**src/rtl/rcp_pkg.sv**
```systemverilog
package rcp_pkg;

  // Kind of access the address decoder hands to the storage and pulse logic.
  typedef enum logic [1:0] {
    ACC_IDLE  = 2'd0,
    ACC_STORE = 2'd1,
    ACC_FIRE  = 2'd2
  } acc_e;

endpackage

```
**src/rtl/rcp_rst_sync.sv**
```systemverilog
module rcp_rst_sync #(
  parameter int STAGES = 2
) (
  input  logic clk,
  input  logic rst_n,
  output logic rst_q_n
);

  logic [STAGES-1:0] chain_q;
  logic [STAGES-1:0] chain_d;

  always_comb begin
    chain_d = {chain_q[STAGES-2:0], 1'b1};
  end

  always_ff @(posedge clk or negedge rst_n) begin
    if (!rst_n) chain_q <= '0;
    else        chain_q <= chain_d;
  end

  assign rst_q_n = chain_q[STAGES-1];

endmodule

```
**src/rtl/rcp_decode.sv**
```systemverilog
module rcp_decode
  import rcp_pkg::*;
#(
  parameter int               ADDR_W    = 16,
  parameter logic [ADDR_W-1:0] PORT_ADDR = 16'h0CF9
) (
  input  logic [ADDR_W-1:0] io_addr,
  input  logic              io_wr,
  input  logic              io_rd,
  input  logic              fire_bit,
  output acc_e              acc,
  output logic              rd_hit
);

  logic sel;

  always_comb begin
    sel    = (io_addr == PORT_ADDR);
    rd_hit = sel && io_rd;
    acc    = ACC_IDLE;
    if (sel && io_wr) begin
      // The trigger bit takes priority: such a write never stores.
      if (fire_bit) acc = ACC_FIRE;
      else          acc = ACC_STORE;
    end
  end

endmodule

```
**src/rtl/rcp_store.sv**
```systemverilog
module rcp_store
  import rcp_pkg::*;
#(
  parameter int DATA_W   = 8,
  parameter int TYPE_BIT = 1
) (
  input  logic              clk,
  input  logic              rst_q_n,
  input  acc_e              acc,
  input  logic              rd_hit,
  input  logic [DATA_W-1:0] io_wdata,
  output logic [DATA_W-1:0] io_rdata
);

  localparam logic [DATA_W-1:0] TYPE_MASK = DATA_W'(1) << TYPE_BIT;

  logic [DATA_W-1:0] kept_q;
  logic [DATA_W-1:0] kept_d;
  logic              kept_en;

  always_comb begin
    kept_en = (acc == ACC_STORE);
    kept_d  = io_wdata & TYPE_MASK;
  end

  always_ff @(posedge clk or negedge rst_q_n) begin
    if (!rst_q_n)     kept_q <= '0;
    else if (kept_en) kept_q <= kept_d;
  end

  always_comb begin
    io_rdata = rd_hit ? kept_q : '0;
  end

  // a storing write leaves exactly the reset-type bit of its data
  assert_store_type_R3: assert property (@(posedge clk) disable iff (!rst_q_n)
    (acc == ACC_STORE) |=> (kept_q[TYPE_BIT] == $past(io_wdata[TYPE_BIT])));

  // a triggering write keeps the stored byte
  assert_fire_keeps_R5: assert property (@(posedge clk) disable iff (!rst_q_n)
    (acc == ACC_FIRE) |=> $stable(kept_q));

  // idle cycles (including other addresses) keep the stored byte
  assert_idle_keeps_R7: assert property (@(posedge clk) disable iff (!rst_q_n)
    (acc == ACC_IDLE) |=> $stable(kept_q));

endmodule

```
**src/rtl/rcp_pulse.sv**
```systemverilog
module rcp_pulse
  import rcp_pkg::*;
(
  input  logic clk,
  input  logic rst_q_n,
  input  acc_e acc,
  output logic sys_reset_req
);

  logic req_q;
  logic req_d;

  always_comb begin
    req_d = (acc == ACC_FIRE);
  end

  always_ff @(posedge clk or negedge rst_q_n) begin
    if (!rst_q_n) req_q <= 1'b0;
    else          req_q <= req_d;
  end

  assign sys_reset_req = req_q;

  // a triggering write raises the request on the next cycle
  assert_fire_raises_R2: assert property (@(posedge clk) disable iff (!rst_q_n)
    (acc == ACC_FIRE) |=> sys_reset_req);

  // the request is only high right after a triggering write
  assert_req_source_R9: assert property (@(posedge clk) disable iff (!rst_q_n)
    sys_reset_req |-> $past(acc == ACC_FIRE));

endmodule

```
**src/rtl/rcp_port.sv**
```systemverilog
module rcp_port
  import rcp_pkg::*;
#(
  parameter int               ADDR_W    = 16,
  parameter int               DATA_W    = 8,
  parameter logic [ADDR_W-1:0] PORT_ADDR = 16'h0CF9,
  parameter int               TYPE_BIT  = 1,
  parameter int               FIRE_BIT  = 2,
  parameter int               SYNC_STG  = 2
) (
  input  logic              clk,
  input  logic              rst_n,
  input  logic [ADDR_W-1:0] io_addr,
  input  logic              io_wr,
  input  logic              io_rd,
  input  logic [DATA_W-1:0] io_wdata,
  output logic [DATA_W-1:0] io_rdata,
  output logic              sys_reset_req
);

  logic rst_q_n;
  acc_e acc;
  logic rd_hit;

  rcp_rst_sync #(.STAGES(SYNC_STG)) u_sync (
    .clk     (clk),
    .rst_n   (rst_n),
    .rst_q_n (rst_q_n)
  );

  rcp_decode #(.ADDR_W(ADDR_W), .PORT_ADDR(PORT_ADDR)) u_dec (
    .io_addr  (io_addr),
    .io_wr    (io_wr),
    .io_rd    (io_rd),
    .fire_bit (io_wdata[FIRE_BIT]),
    .acc      (acc),
    .rd_hit   (rd_hit)
  );

  rcp_store #(.DATA_W(DATA_W), .TYPE_BIT(TYPE_BIT)) u_store (
    .clk      (clk),
    .rst_q_n  (rst_q_n),
    .acc      (acc),
    .rd_hit   (rd_hit),
    .io_wdata (io_wdata),
    .io_rdata (io_rdata)
  );

  rcp_pulse u_pulse (
    .clk           (clk),
    .rst_q_n       (rst_q_n),
    .acc           (acc),
    .sys_reset_req (sys_reset_req)
  );

  // no read of the port means a quiet read bus
  assert_quiet_bus_R8: assert property (@(posedge clk) disable iff (!rst_q_n)
    (!io_rd || (io_addr != PORT_ADDR)) |-> (io_rdata == '0));

  // a write elsewhere never raises the request
  assert_other_addr_R7: assert property (@(posedge clk) disable iff (!rst_q_n)
    (io_wr && (io_addr != PORT_ADDR)) |=> !sys_reset_req);

endmodule

```
**config.mk**
```make
export PLATFORM = sky130hd
export DESIGN_NAME = rcp_port
export DESIGN_NICKNAME = d
export VERILOG_FILES = /design/src/rtl/rcp_pkg.sv /design/src/rtl/rcp_rst_sync.sv /design/src/rtl/rcp_decode.sv /design/src/rtl/rcp_store.sv /design/src/rtl/rcp_pulse.sv /design/src/rtl/rcp_port.sv
export SDC_FILE = /design/constraint.sdc
export NUM_CORES = 1
export LEC_CHECK = 0
export ABC_AREA = 1
export BUFFER_PORTS_ARGS = -buffer_cell sky130_fd_sc_hd__buf_2
export CAP_MARGIN = 20
export CORE_AREA = 10 10 47 49
export CTS_CLUSTER_SIZE = 12
export DETAILED_ROUTE_END_ITERATION = 10
export DIE_AREA = 0 0 57 59
export PLACE_DENSITY = 0.67
export SYNTH_ARGS = -nofsm -noshare
export SYNTH_HDL_FRONTEND = slang
export SYNTH_SLANG_ARGS = --single-unit
export TNS_END_PERCENT = 30
```
**constraint.sdc**
```tcl
create_clock -name clk -period 2 [get_ports clk]
set_input_delay 0.4 -clock clk [delete_from_list [all_inputs] [get_ports clk]]
set_output_delay 0.4 -clock clk [all_outputs]
set_load 0.01 [all_outputs]
```
; ---- Word-level counts from Yosys, hierarchy flattened
; Cells that the tools add are included.
; Widths: inputs -> output; s select.
[classes]
eq_ne = 3
mux = 3
reduce_logical = 2
[op_table]
columns = operator, count
row1 = $eq 16x12->1 const B, 1
row2 = $mux 2, 3
row3 = $eq 2x1->1 const B, 1
row4 = $eq 2x2->1 const B, 1
row5 = $logic_and 1x1->1, 2
[totals]
ff_bits = 4
output_inout_bits = 9
elab_cells = 11

; ---- Depth between registers and ports, before layout
[depth]
word_depth = 4
depth_mapped = 8
ltp_nobuf = 8

; ---- Cells and area by module
; Synthesis repeated with hierarchy kept, for this count alone.
[unflattened]
cells_unflattened = 43
area_unflattened_um2 = 285.3
[by_module_without_submodules]
columns = module, n_inst, cells_each, area_per_inst_um2, seq_area_each_um2
row1 = rcp_store, 1, 16, 108.9, 25.0
row2 = rcp_decode, 1, 21, 87.6, 0.0
row3 = rcp_rst_sync, 1, 3, 53.8, 50.0
row4 = rcp_pulse, 1, 3, 35.0, 25.0

; ---- Least setup slack after synthesis
; OpenSTA, ideal clock, no wires.
[synth_timing]
path_type = input -> output
start = input port io_addr[15]
end = output port io_rdata[1]
arrival_time_ps = 911
setup_slack_ps = 689
path_stages = 5
n_path_buf = 0
cell_sequence = nor2_1 nand2_1 nor2_2 nand2_1 nor2_1
[synth_via]
elab_chain_len = 3
[synth_lines]
columns = element, line_no
row1 = "start, declared", rcp_port.sv:13  ; input logic [ADDR_W-1:0] io_addr,
row2 = $eq 16x12->1, rcp_decode.sv:18  ; sel = (io_addr == PORT_ADDR);
row3 = $logic_and 1x1->1, rcp_decode.sv:19  ; rd_hit = sel && io_rd;
row4 = $mux 2, rcp_store.sv:32  ; io_rdata = rd_hit ? kept_q : '0;
row5 = "end, declared", rcp_port.sv:17  ; output logic [DATA_W-1:0] io_rdata,
; No other way between the ends.

; ---- Worst setup path after layout
; Same ends and word-level chain as after synthesis.

==> impl_metrics.tcl <==
set metrics [dict create \
    wl_per_cell_um 9.05 \
    drc 0 \
    cp-start-kind "input port" \
    finalCriticalPeriod_ps 1500 \
    slowest_stage "nor2_2" \
    syn_to_final_growth_pct 39.9 \
    dr_total_vias 376 \
    critPathTopFamily "simple AND/OR/NAND/NOR gates" \
    grt_pass1_vias 379 \
    grt.total_usage_pct 5.34 \
    numCtsBuffers 3 \
    clockBufferDepth 2 \
    die-area_um2 3360 \
    ys_ff_latch 4 \
    setup_violations 0 \
    fmax_mhz 665 \
    initial_core_util_pct 24.6 \
    cts_tree "yes" \
    synthTopCellsByCount "17 x nand2_1, 10 x inv_1, 9 x nor2_1" \
    arrival_ps 1100 \
    cp_cell_sequence "buf_2 -> nor2_1 -> nand2_1 -> nor2_2 -> nand2_1 -> nor2_1 -> buf_2" \
    finalHoldViolCount 0 \
    syn-cell-area_um2 345 \
    crit_fanout 3 \
    critPathRequiredTime_ps 1600 \
    place_congestion 0.657 \
    dpl.hpwl_um 816 \
    min_path_type "register to async pin" \
    num_antenna_cells 0 \
    fin_util_pct 34.5 \
    ios 37 \
    critPathMaxStageDelay_ps 150 \
    endpoint_kind "output pin" \
    worst_slack_ps 496 \
    cts.sinks 4 \
    grt_overflow_total 0 \
    yosysTopAreaCell "dfrtp_1" \
    worstSetupPathType "input port to output pin" \
    status "complete, no violations" \
    leakagePower_nw 0.302 \
    vias_per_cell 3.80 \
    synth_cell_types 11 \
    yosysMostFrequentCell "nand2_1" \
    die_w_um 57 \
    synth_warnings 0 \
    cap_violations 0 \
    layout-drive-gt1-share_pct 37.3 \
    period_share_pct 75.2 \
    grt_pass1_wl_um 1440 \
    synthFlopType "dfrtp_1" \
    synth_edf_count 0 \
    finClkSkew_ps 2.58 \
    ant_nets 0 \
    cts.clk_slew.worst_paths_ps 30 \
    async_flop_share_pct 100 \
    synthTopCellsByArea "dfrtp_1 29%, nand2_1 18%, buf_4 15%, inv_1 11%, nor2_1 9.8%" \
    irDropWorstVdd_mv 0.210 \
    syn_inst 57 \
    htree_levels 1 \
    slew_viol_final 0 \
    drt_iter0_markers 6 \
    grt_max_degree 4 \
    rows 14 \
    io_buffers 23 \
    drt_first_pass_iters 4 \
    p_per_area_nw_per_um2 459 \
    clock_latency_ps 230 \
    tns_ps 0 \
    final_net_count 113 \
    critical_path_buf_inv_count 2 \
    netlist.area_leader.share_pct 29.0 \
    detail_route.wirelength_um 896 \
    rsz0062_at_grt "false" \
    fp.dieH_um 59 \
    coreArea_um2 1400 \
    antenna_found_initial 0 \
    pre_cts_ws_ps 487 \
    syn_area_per_cell_um2 6.06 \
    root_buffer "clkbuf_4" \
    synth_seq_area_share_pct 29.0 \
]
## routing by layer
| metal | GRT usage (%) | wire length (µm) | vias to the layer above |
|---|---|---|---|
| met5 | 0 | 0 | - |
| met4 | 3.02 | 0 | 0 |
| met3 | 3.86 | 119 | 0 |
| met2 | 7.91 | 429 | 20 |
| met1 | 5.41 | 348 | 153 |
| li1 | - | - | 203 |
## stage by stage
step	hold WS [ps]	instances	instance area [µm²]	power [mW]
after CTS	15.1	99	483	0.227
after detailed placement	16.5	95	450	0.128
final	14.3	99	483	0.222
after global routing	21.5	99	483	0.238
after floorplan	11.1	63	368	0.115
after global placement	17.0	95	450	0.126
## registers in the layout (all words and copies together) (netlist names)
register and count:
u_sync.chain_q 2, u_pulse.sys_reset_req 1, u_store.kept_q 1
## layout by cell type (no fill, tap or decap)
| cell type | n |
|---|---|
| nand3_1 | 1 |
| inv_2 | 1 |
| buf_2 | 23 |
| dlygate4sd3_1 | 1 |
| nor3_2 | 1 |
| clkbuf_4 | 3 |
| nor2_2 | 3 |
| nand2_1 | 17 |
| nand4_1 | 2 |
| nor2_1 | 9 |
| conb_1 | 8 |
| dfrtp_1 | 4 |
| inv_1 | 10 |
## kinds of logic (layout without fill, tap and decap cells)
family                 count (synthesis)  in the layout  share of synthesized area, %
buffers and inverters                 18             38                          27.2
flip-flops                             4              4                          29.0
other                                  2              8                          2.17
AND/OR/NAND/NOR                       33             33                          41.7
## worst register-to-register path, stage by stage (launching register included)
cell and delay [ps]:
dfrtp_1 370, nand2_1 70, nand2_1 50
## worst paths after layout
path | start | end | slack, ps | depth (start not counted)
max in group asynchronous | rst_n | u_sync.chain_q[0]$_DFF_PN0_ | 1400 | 2
worst min-delay path | u_sync.chain_q[1]$_DFF_PN0_ | u_pulse.sys_reset_req$_DFF_PN0_ | 10 | 0
min in group clk | u_sync.chain_q[0]$_DFF_PN0_ | u_sync.chain_q[1]$_DFF_PN0_ | 350 | 0
worst max register to register | u_store.kept_q[1]$_DFFE_PN0N_ | u_store.kept_q[1]$_DFFE_PN0N_ | 1410 | 2
worst min register to register | u_sync.chain_q[1]$_DFF_PN0_ | u_pulse.sys_reset_req$_DFF_PN0_ | 10 | 0
worst max-delay path | io_addr[15] | io_rdata[1] | 500 | 7
## report_power, final
group          internal [mW]  leakage, nW  switching, mW  total [mW]
clock                 0.0666       0.0138         0.0264      0.0930
combinational         0.0206        0.237         0.0238      0.0444
sequential            0.0835       0.0513       0.000934      0.0845
total                  0.171        0.302         0.0511       0.222
## area by class of cell
class | count | area (µm²)
clock buffers | 3 | 22.5
inverters | 11 | 41.3
well taps | 16 | 20.0
multi-input cells | 41 | 174
flip-flops and latches | 4 | 100
repair buffers | 24 | 125
fillers | 166 | 918
## repair_timing
item	CTS	global route
resized for setup	0	0
hold buffers	1	0
setup buffers	0	0
endpoints found under the hold margin	2	0
No activity file was read; power rests on OpenSTA's default activity.
